## config.mk

```make
export PLATFORM = sky130hd
export DESIGN_NAME = fms_special_resolve
export DESIGN_NICKNAME = d
export VERILOG_FILES = /design/src/rtl/fms_sc_pkg.sv /design/src/rtl/fsc_classify.sv /design/src/rtl/fsc_quiet.sv /design/src/rtl/fsc_resolver.sv /design/src/rtl/fms_special_resolve.sv
export SDC_FILE = /design/constraint.sdc
export NUM_CORES = 1
export LEC_CHECK = 0
export BUFFER_PORTS_ARGS = -buffer_cell sky130_fd_sc_hd__buf_2
export CAP_MARGIN = 10
export CORE_MARGIN = 3
export CORE_UTILIZATION = 39
export DETAILED_ROUTE_END_ITERATION = 8
export PLACE_DENSITY = 0.81
export SYNTH_ARGS = -nofsm -noshare
export SYNTH_HDL_FRONTEND = slang
export SYNTH_SLANG_ARGS = --single-unit
```

## constraint.sdc

```tcl
create_clock -name vclk -period 1.85
set_input_delay 0.0925 -clock vclk [all_inputs]
set_output_delay 0.0925 -clock vclk [all_outputs]
set_load 0.005 [all_outputs]
```

## src/rtl/fms_sc_pkg.sv

```systemverilog
`timescale 1ns/1ps
package fms_sc_pkg;
  typedef enum logic [2:0] {
    CL_ZERO  = 3'd0,
    CL_DNORM = 3'd1,
    CL_NORM  = 3'd2,
    CL_INF   = 3'd3,
    CL_QNAN  = 3'd4,
    CL_SNAN  = 3'd5
  } op_class_e;

  localparam int unsigned OP_ACC = 0;
  localparam int unsigned OP_A   = 1;
  localparam int unsigned OP_B   = 2;
  localparam int unsigned N_OPS  = 3;
endpackage

```

## src/rtl/fsc_classify.sv

```systemverilog
`timescale 1ns/1ps
module fsc_classify
  import fms_sc_pkg::*;
#(
  parameter int unsigned EXP_W  = 8,
  parameter int unsigned FRAC_W = 23,
  localparam int unsigned W     = 1 + EXP_W + FRAC_W
) (
  input  logic [W-1:0] op_i,
  output op_class_e    class_o
);
  logic [EXP_W-1:0]  exp_f;
  logic [FRAC_W-1:0] frac_f;

  assign exp_f  = op_i[W-2 -: EXP_W];
  assign frac_f = op_i[FRAC_W-1:0];

  always_comb begin
    if (exp_f == '0)
      class_o = (frac_f == '0) ? CL_ZERO : CL_DNORM;
    else if (exp_f == '1) begin
      if (frac_f == '0)          class_o = CL_INF;
      else if (frac_f[FRAC_W-1]) class_o = CL_QNAN;
      else                       class_o = CL_SNAN;
    end else
      class_o = CL_NORM;
  end
endmodule

```

## src/rtl/fsc_quiet.sv

```systemverilog
`timescale 1ns/1ps
module fsc_quiet #(
  parameter int unsigned EXP_W  = 8,
  parameter int unsigned FRAC_W = 23,
  localparam int unsigned W     = 1 + EXP_W + FRAC_W
) (
  input  logic [W-1:0] op_i,
  output logic [W-1:0] quiet_o
);
  localparam logic [W-1:0] QBIT = W'(1) << (FRAC_W - 1);

  assign quiet_o = op_i | QBIT;
endmodule

```

## src/rtl/fsc_resolver.sv

```systemverilog
`timescale 1ns/1ps
module fsc_resolver
  import fms_sc_pkg::*;
#(
  parameter int unsigned EXP_W       = 8,
  parameter int unsigned FRAC_W      = 23,
  localparam int unsigned W          = 1 + EXP_W + FRAC_W,
  parameter logic [W-1:0] DEFAULT_NAN = 32'h7FBF_FFFF
) (
  input  op_class_e          cls_i   [N_OPS],
  input  logic [W-1:0]       op_i    [N_OPS],
  input  logic [W-1:0]       quiet_i [N_OPS],
  output logic               bypass_o,
  output logic [W-1:0]       result_o,
  output logic               invalid_o,
  output logic [N_OPS-1:0]   dnorm_o
);
  function automatic logic [W-1:0] inf_of(input logic sgn);
    return {sgn, {EXP_W{1'b1}}, {FRAC_W{1'b0}}};
  endfunction

  op_class_e c_acc, c_a, c_b;
  logic      s_acc, s_a, s_b;
  logic      inf_zero, any_inf, any_zero;

  assign c_acc = cls_i[OP_ACC];
  assign c_a   = cls_i[OP_A];
  assign c_b   = cls_i[OP_B];
  assign s_acc = op_i[OP_ACC][W-1];
  assign s_a   = op_i[OP_A][W-1];
  assign s_b   = op_i[OP_B][W-1];

  assign inf_zero = (c_a == CL_INF && c_b == CL_ZERO) || (c_a == CL_ZERO && c_b == CL_INF);
  assign any_inf  = (c_a == CL_INF) || (c_b == CL_INF);
  assign any_zero = (c_a == CL_ZERO) || (c_b == CL_ZERO);

  // fixed priority: acc sNaN, a sNaN, b sNaN, a qNaN, b qNaN, inf*0, inf, zero product, finite
  always_comb begin
    bypass_o  = 1'b1;
    invalid_o = 1'b0;
    result_o  = '0;
    if (c_acc == CL_SNAN) begin
      result_o  = quiet_i[OP_ACC];
      invalid_o = 1'b1;
    end else if (c_a == CL_SNAN) begin
      result_o  = quiet_i[OP_A];
      invalid_o = 1'b1;
    end else if (c_b == CL_SNAN) begin
      result_o  = quiet_i[OP_B];
      invalid_o = 1'b1;
    end else if (c_a == CL_QNAN) begin
      result_o = op_i[OP_A];
    end else if (c_b == CL_QNAN) begin
      result_o = op_i[OP_B];
    end else if (inf_zero) begin
      if (c_acc == CL_QNAN) result_o = op_i[OP_ACC];
      else begin
        result_o  = DEFAULT_NAN;
        invalid_o = 1'b1;
      end
    end else if (any_inf) begin
      result_o = (c_acc == CL_QNAN) ? op_i[OP_ACC] : inf_of(s_a ^ s_b);
    end else if (any_zero) begin
      result_o = (c_acc == CL_INF) ? inf_of(s_acc) : op_i[OP_ACC];
    end else if (c_acc == CL_QNAN) begin
      result_o = op_i[OP_ACC];
    end else if (c_acc == CL_INF) begin
      result_o = inf_of(s_acc);
    end else begin
      bypass_o = 1'b0;
    end
  end

  for (genvar g = 0; g < N_OPS; g++) begin : g_dnorm
    assign dnorm_o[g] = !bypass_o && (cls_i[g] == CL_DNORM);
  end

  always_comb begin
    p_acc_snan_wins_r2: assert (c_acc != CL_SNAN || (bypass_o && invalid_o));
    p_invalid_implies_bypass_r5: assert (!invalid_o || bypass_o);
    p_dnorm_only_datapath_r9: assert (!bypass_o || dnorm_o == '0);
    p_datapath_zero_result_r9: assert (bypass_o || result_o == '0);
    p_datapath_operands_finite_r8: assert (bypass_o ||
      (c_a inside {CL_NORM, CL_DNORM} && c_b inside {CL_NORM, CL_DNORM} &&
       c_acc inside {CL_ZERO, CL_NORM, CL_DNORM}));
    p_qnan_mul_no_invalid_r4: assert (!(c_acc != CL_SNAN && c_a == CL_QNAN && c_b != CL_SNAN) ||
      (!invalid_o && result_o == op_i[OP_A]));
  end
endmodule

```

## src/rtl/fms_special_resolve.sv

```systemverilog
`timescale 1ns/1ps
module fms_special_resolve
  import fms_sc_pkg::*;
#(
  parameter int unsigned EXP_W        = 8,
  parameter int unsigned FRAC_W       = 23,
  localparam int unsigned W           = 1 + EXP_W + FRAC_W,
  parameter logic [W-1:0] DEFAULT_NAN = 32'h7FBF_FFFF
) (
  input  logic [W-1:0]     acc_i,
  input  logic [W-1:0]     mul_a_i,
  input  logic [W-1:0]     mul_b_i,
  output logic             bypass_o,
  output logic [W-1:0]     result_o,
  output logic             invalid_o,
  output logic [N_OPS-1:0] dnorm_o
);
  logic [W-1:0] ops   [N_OPS];
  logic [W-1:0] quiet [N_OPS];
  op_class_e    cls   [N_OPS];

  assign ops[OP_ACC] = acc_i;
  assign ops[OP_A]   = mul_a_i;
  assign ops[OP_B]   = mul_b_i;

  for (genvar g = 0; g < N_OPS; g++) begin : g_op
    fsc_classify #(.EXP_W(EXP_W), .FRAC_W(FRAC_W)) i_cls (
      .op_i   (ops[g]),
      .class_o(cls[g])
    );
    fsc_quiet #(.EXP_W(EXP_W), .FRAC_W(FRAC_W)) i_quiet (
      .op_i   (ops[g]),
      .quiet_o(quiet[g])
    );
  end

  fsc_resolver #(.EXP_W(EXP_W), .FRAC_W(FRAC_W), .DEFAULT_NAN(DEFAULT_NAN)) i_res (
    .cls_i    (cls),
    .op_i     (ops),
    .quiet_i  (quiet),
    .bypass_o (bypass_o),
    .result_o (result_o),
    .invalid_o(invalid_o),
    .dnorm_o  (dnorm_o)
  );

  always_comb begin
    p_nan_result_quiet_bit_r10: assert (!(bypass_o && invalid_o && result_o != DEFAULT_NAN) ||
                                        result_o[FRAC_W-1]);
  end
endmodule

```

==> run_results.csv, run 1 <==
group,metric,value,unit
synthesis,synth.net_count,377,
run_status,status,"finished, violations left",
timing,rsz0062_at_grt,"true",
global_routing,grt_pass1_wl,15.4,mm
floorplan,die-height,74.2,um
place,place_congestion,0.945,
worst_setup_path,crit_buf_inv,4,
detailed_routing,postRouteAntennaNets,0,
worst_setup_path,path_depth,11,
timing,min_period_over_period,1.37,
finish,seq_cell_count,0,
synthesis,synthXorXnorAreaFrac,0.00483,
synthesis,ys_seq_area_frac,0,
worst_setup_path,crit_slowest_cell,"or3b_4",
worst_setup_path,cp-start-kind,"input pin",
detailed_routing,drt-wirelength-per-cell,21.8,um
synthesis,synth_warnings,0,
synthesis,syn_inst,281,
finish,syn_to_final_growth,112,%
global_routing,gr-total-overflow,0,
synthesis,ys_types,52,
global_routing,grt_pass1_vias,3366,
global_routing,antenna_found_initial,0,
floorplan,core-area,4410,sq um
floorplan,die-area,5500,sq um
synthesis,muxShareOfSynthArea,0.0828,
synthesis,yosys.area.top_type_share,0.0856,
worst_setup_path,crit_path_start,"mul_b_i[1]",
global_routing,grt_max_degree,27,
finish,register_area,0,sq um
clocking,cts-hold-fix-buffers,0,
pwr,switching_share,0.451,
timing,setup_viol,37,
pwr,power_frac_seq,0,
timing,hold_violations,0,
finish,drive_gt1_frac,0.622,
detailed_routing,viasPerCell,6.86,
pwr,peakVddDrop,0.0641,mV
synthesis,synth_area_leaders,"a21oi_1 8.6%, mux2i_1 8.3%, a2bb2oi_1 6.8%, o21a_1 6.2%, nor4_1 5.5%",
pwr,power_frac_clock,0,
worst_hold_path,hold_class,"input pin to primary output",
detailed_routing,num_vias,3894,
worst_setup_path,cp.arrival,2.44,ns
pwr,cellLeakagePower,1.98,nW
worst_setup_path,required,1.76,ns
synthesis,synthAdderAreaFrac,0,
detailed_routing,wirelength,12.4,mm
flow_run,cap_violations,0,
worst_setup_path,cpPeakStageDelay,0.46,ns
floorplan,die_x,74.2,um
timing,drv_slew,0,
global_routing,grt_use_total,0.348,
floorplan,start_util,0.411,
synthesis,synth_common_cells,"31 x a21oi_1, 16 x nor4_1, 16 x o21ai_0",
finish,insertedDiodeCount,0,
detailed_routing,dr.pass1.iters,9,
detailed_routing,drc,0,
synthesis,synth_most_common_cell,"a21oi_1",
synthesis,synthSimpleGateAreaFrac,0.365,
synthesis,syn_avg_cell_area,6.45,sq um
finish,final_core_util,0.869,
timing,max-slew-margin-rel,0.636,
pwr,fin_total_pwr,361,uW
pwr,power-per-cell-area,94.2,nW/um^2
worst_setup_path,endpoint,"result_o[12]",
finish,nClkBuffers,0,
pwr,pwr-share-comb,1.000,
timing,layout_setup_ws,-0.681,ns
worst_setup_path,path_max_fanout,5,
timing,max_freq,0.395,GHz
worst_setup_path,path_cells,"buf_8 -> nor4_4 -> nand4_1 -> or3b_4 -> a32o_2 -> a41oi_4 -> buf_6 -> buf_8 -> a21oi_2 -> a2bb2oi_2 -> buf_2",
worst_setup_path,end_kind,"primary output",
detailed_routing,first_iter_violations,497,
floorplan,ios,133,
synthesis,synth_top_family_by_area,"compound AO/OA/AOI/OAI gates",
worst_setup_path,criticalPathCategory,"input pin to primary output",
finish,nNetsFinal,614,
worst_setup_path,cp_common_cell,"buf_8",
timing,worstMarginPinSlew,0.542,ns
synthesis,synthesis.area,1810,sq um
timing,min_period,2.53,ns
worst_hold_path,holdPathStages,3,
synthesis,synth_top_cell_by_area,"a21oi_1",
place,hpwlAfterDp,7.46,mm
worst_hold_path,hold_start,"acc_i[31]",
run_status,violations,"negative setup slack",
pwr,p_int,198,uW
synthesis,synth_compound_area_frac,0.469,
pwr,p_sw,163,uW
worst_setup_path,critical_path.top_delay_family,"simple AND/OR/NAND/NOR gates",
place,io_buffers,133,
floorplan,row_count,24,
[cells in the final DEF, fill, tap and decap left out, drive strengths merged, types with 2 or more instances in the layout]
| cell | instances |
|---|---|
| mux2i | 15 |
| o21a | 15 |
| and2 | 17 |
| and3 | 3 |
| nor3 | 7 |
| o22ai | 5 |
| or4 | 4 |
| nor4 | 18 |
| nand4 | 10 |
| a2bb2oi | 14 |
| nor2 | 17 |
| a21oi | 32 |
| o21ai | 18 |
| nand2 | 15 |
| a221o | 8 |
| inv | 11 |
| nand3 | 15 |
| buf | 254 |
| a31oi | 2 |
| o22a | 2 |
| a22o | 2 |
| nor2b | 3 |
| o211ai | 7 |
| a21o | 9 |
[final cells by class]
type / count / area [sq um]
multi-input cells: 251 / 2020
well taps: 52 / 65.1
inverters: 11 / 41.3
repair buffers: 254 / 1710
fillers: 219 / 579
[tightest hold or removal path, delay by kind of cell]
family | cells | cell delay, ns
buf+inv | 2 | 0.20
compound gates | 1 | 0.13
[worst min-delay path by stage]
stage	to
CTS	result_o[10]
finish	result_o[31]
floorplan	result_o[22]
global placement	result_o[31]
detailed placement	result_o[10]
global route	result_o[31]
[metrics by stage]
step,hold slack (ns),setup WS (ns),instance area (sq um),TNS (ns),cells
after floorplan,0.283,-0.0875,1850,-1.29,281
after global routing,0.535,-0.703,3830,-20.46,568
after detailed placement,0.506,-0.655,3360,-20.24,558
after global placement,0.501,-0.574,3360,-17.84,558
after CTS,0.509,-0.483,3570,-13.20,564
final,0.524,-0.681,3830,-19.49,568
[logic make-up after synthesis]
family,Yosys count
multiplexers,15
AO/OA/AOI/OAI,121
buffers and inverters,30
AND/OR/NAND/NOR,114
XOR/XNOR,1
[repair_timing]
item,4_1_cts,5_1_grt
resized for setup,44,50
gates cloned,1,0
endpoints found under the setup margin,37,37
buffers inserted,7,6
pin swaps,15,21
[metal layers]
layer  up-vias  track usage  wire length (um)
met5         -            0                 0
met4         0        0.149               871
met3       141       0.0514              1510
met2       424        0.610              5690
met1      1739        0.419              4290
li1       1590            -                 -
[power by group through the flow]
stage               Clock (mW)  Combinational (mW)  Sequential (mW)
floorplan                    0              0.0517                0
global placement             0               0.287                0
detailed placement           0               0.295                0
CTS                          0               0.313                0
global route                 0               0.377                0
finish                       0               0.361                0
(Power assumes the default switching activity.)
==> inputs of run 2 (changes only) <==
ABC_AREA = 1   (was default)
CORE_UTILIZATION = 44   (was 39)
PLACE_DENSITY = 0.82   (was 0.81)
==> run 2 against run 1 <==
  * The flow still finishes with violations (negative setup slack)
  * First-iteration DRC count grew 5.8%
  * Worst setup slack gained 0.60 ns
  * Via count grew 10%
  * Worst hold slack lost 0.056 ns
  * Non-clock buffer count shrank 92
  * Highest routed layer unchanged
  * Area after synthesis grew 38%
  * Fmax grew 31%
  * Utilization shrank 10 points
  * Global-route usage shrank 6.7 points
==> run_results.csv, run 2 <==
group,metric,value,unit
synthesis,synth_most_common_cell,"nand2_1",
synthesis,syn_avg_cell_area,4.83,sq um
global_routing,grt_pass1_wl,15.5,mm
place,hpwlAfterDp,7.38,mm
synthesis,synth_top_cell_by_area,"nand2_1",
worst_setup_path,criticalPathCategory,"input pin to primary output",
floorplan,row_count,26,
detailed_routing,wirelength,11.4,mm
run_status,status,"finished, violations left",
finish,mostFrequentLayoutCells,"121 x nand2_1, 99 x nor2_1, 99 x buf_2",
run_status,violations,"negative setup slack",
worst_setup_path,path_cells,"buf_2 -> inv_1 -> nand4_1 -> nor2_1 -> nand3_2 -> nand2_4 -> inv_1 -> buf_4 -> a211oi_1 -> a21oi_2 -> buf_2",
place,io_buffers,133,
detailed_routing,drt-wirelength-per-cell,15.7,um
worst_setup_path,cp.arrival,1.84,ns
timing,min_period_over_period,1.04,
worst_setup_path,cp-start-kind,"input pin",
floorplan,die_x,81.5,um
synthesis,synth_common_cells,"148 x nand2_1, 127 x nor2_1, 46 x inv_1",
synthesis,syn_inst,519,
worst_setup_path,cpPeakStageDelay,0.31,ns
global_routing,grt_use_total,0.281,
synthesis,ys_seq_area_frac,0,
finish,nNetsFinal,758,
detailed_routing,drc,0,
finish,register_area,0,sq um
worst_setup_path,end_kind,"primary output",
timing,setup_viol,15,
synthesis,synth.net_count,615,
timing,layout_setup_ws,-0.0807,ns
finish,drive_gt1_frac,0.467,
finish,seq_cell_count,0,
synthesis,synth_area_leaders,"nand2_1 22%, nor2_1 19%, a21oi_2 7.0%, inv_1 6.9%, a21oi_1 6.6%",
timing,hold_slack,0.468,ns
detailed_routing,num_vias,4290,
timing,min_period,1.93,ns
worst_setup_path,required,1.76,ns
global_routing,grt_max_degree,25,
worst_setup_path,crit_buf_inv,5,
floorplan,start_util,0.473,
finish,final_common_cell,"nand2_1",
timing,drv_slew,0,
clocking,cts-hold-fix-buffers,0,
finish,syn_to_final_growth,62.4,%
timing,hold_violations,0,
synthesis,yosys.area.top_type_share,0.222,
detailed_routing,dr.pass1.iters,6,
global_routing,gr-total-overflow,0,
global_routing,antenna_found_initial,0,
timing,max-slew-margin-rel,0.746,
detailed_routing,first_iter_violations,526,
place,place_congestion,0.962,
finish,nClkBuffers,0,
flow_run,cap_violations,0,
worst_setup_path,crit_slowest_cell,"a211oi_1",
global_routing,grt_pass1_vias,3543,
timing,rsz0062_at_grt,"true",
synthesis,synth_warnings,0,
detailed_routing,postRouteAntennaNets,0,
floorplan,ios,133,
place,pre_cts_slack,-0.0796,ns
synthesis,ys_types,31,
floorplan,die-height,81.5,um
timing,worstMarginPinSlew,0.380,ns
detailed_routing,viasPerCell,5.88,
pwr,cellLeakagePower,2.12,nW
worst_setup_path,critical_path.top_delay_family,"buffers and inverters",
timing,max_freq,0.518,GHz
pwr,peakVddDrop,0.0585,mV
floorplan,die-area,6640,sq um
synthesis,synthesis.area,2510,sq um
worst_setup_path,path_max_fanout,10,
floorplan,core-area,5300,sq um
finish,insertedDiodeCount,0,
worst_hold_path,hold_class,"input pin to primary output",
pwr,power-per-cell-area,88.8,nW/um^2
run 2: cell types whose count changed in the layout (fill, tap and decap cells not counted), sizes merged, moves of 18 or more:
cell / previous run / this run
inv: 11 / 53
nand2: 15 / 161
nor2: 17 / 141
a211oi: 1 / 19
buf: 254 / 162
a21oi: 32 / 53
run 2: cell type report:
type,count,area [sq um]
fill,378,1230
tap,70,87.6
multi-input combinational,444,2670
inverter,54,214
timing repair buffer,162,1100
run 2: metal layers:
metal / up-vias / part of all wire / GRT usage
li1: 1958 / - / -
met1: 1873 / 0.36 / 0.371
met2: 374 / 0.46 / 0.488
met3: 85 / 0.13 / 0.0241
met4: 0 / 0.051 / 0.0709
met5: - / 0 / 0
run 2: timing repair:
item / 4_1_cts / 5_1_grt
pin swaps: 6 / 69
endpoints found under the hold margin: 0 / 0
resized for setup: 10 / 179
gates cloned: 2 / 3
buffers inserted: 0 / 7
setup endpoints to repair: 23 / 35
run 2: where the power goes:
group	internal [mW]	switching, mW
Clock	0	0
Combinational	0.177	0.184
Sequential	0	0
run 2: worst paths after layout:
| path | from | end | slack [ns] | cells past startpoint |
|---|---|---|---|---|
| setup / recovery | acc_i[11] | result_o[13] | -0.08 | 11 |
| hold / removal | acc_i[31] | result_o[31] | 0.47 | 4 |
run 2: cells by family (layout without fill, tap and decap cells):
logic type	after synthesis	after routing	synth area share
buffers and inverters	80	216	0.156
AO/OA/AOI/OAI	103	103	0.256
AND/OR/NAND/NOR	335	340	0.585
XOR/XNOR	1	1	0.00350
run 2: through the flow:
stage	instance area, sq um	power, mW	TNS [ns]	cells	util
2_1_floorplan	2510	0.0857	0	519	-
5_1_grt	4070	0.387	-2.11	730	0.768
3_5_place_dp	3240	0.250	-1.00	718	0.611
4_1_cts	3310	0.253	-0.302	720	0.624
6_report	4070	0.361	-0.490	730	0.768
3_3_place_gp	3240	0.245	-0.0429	718	0.611
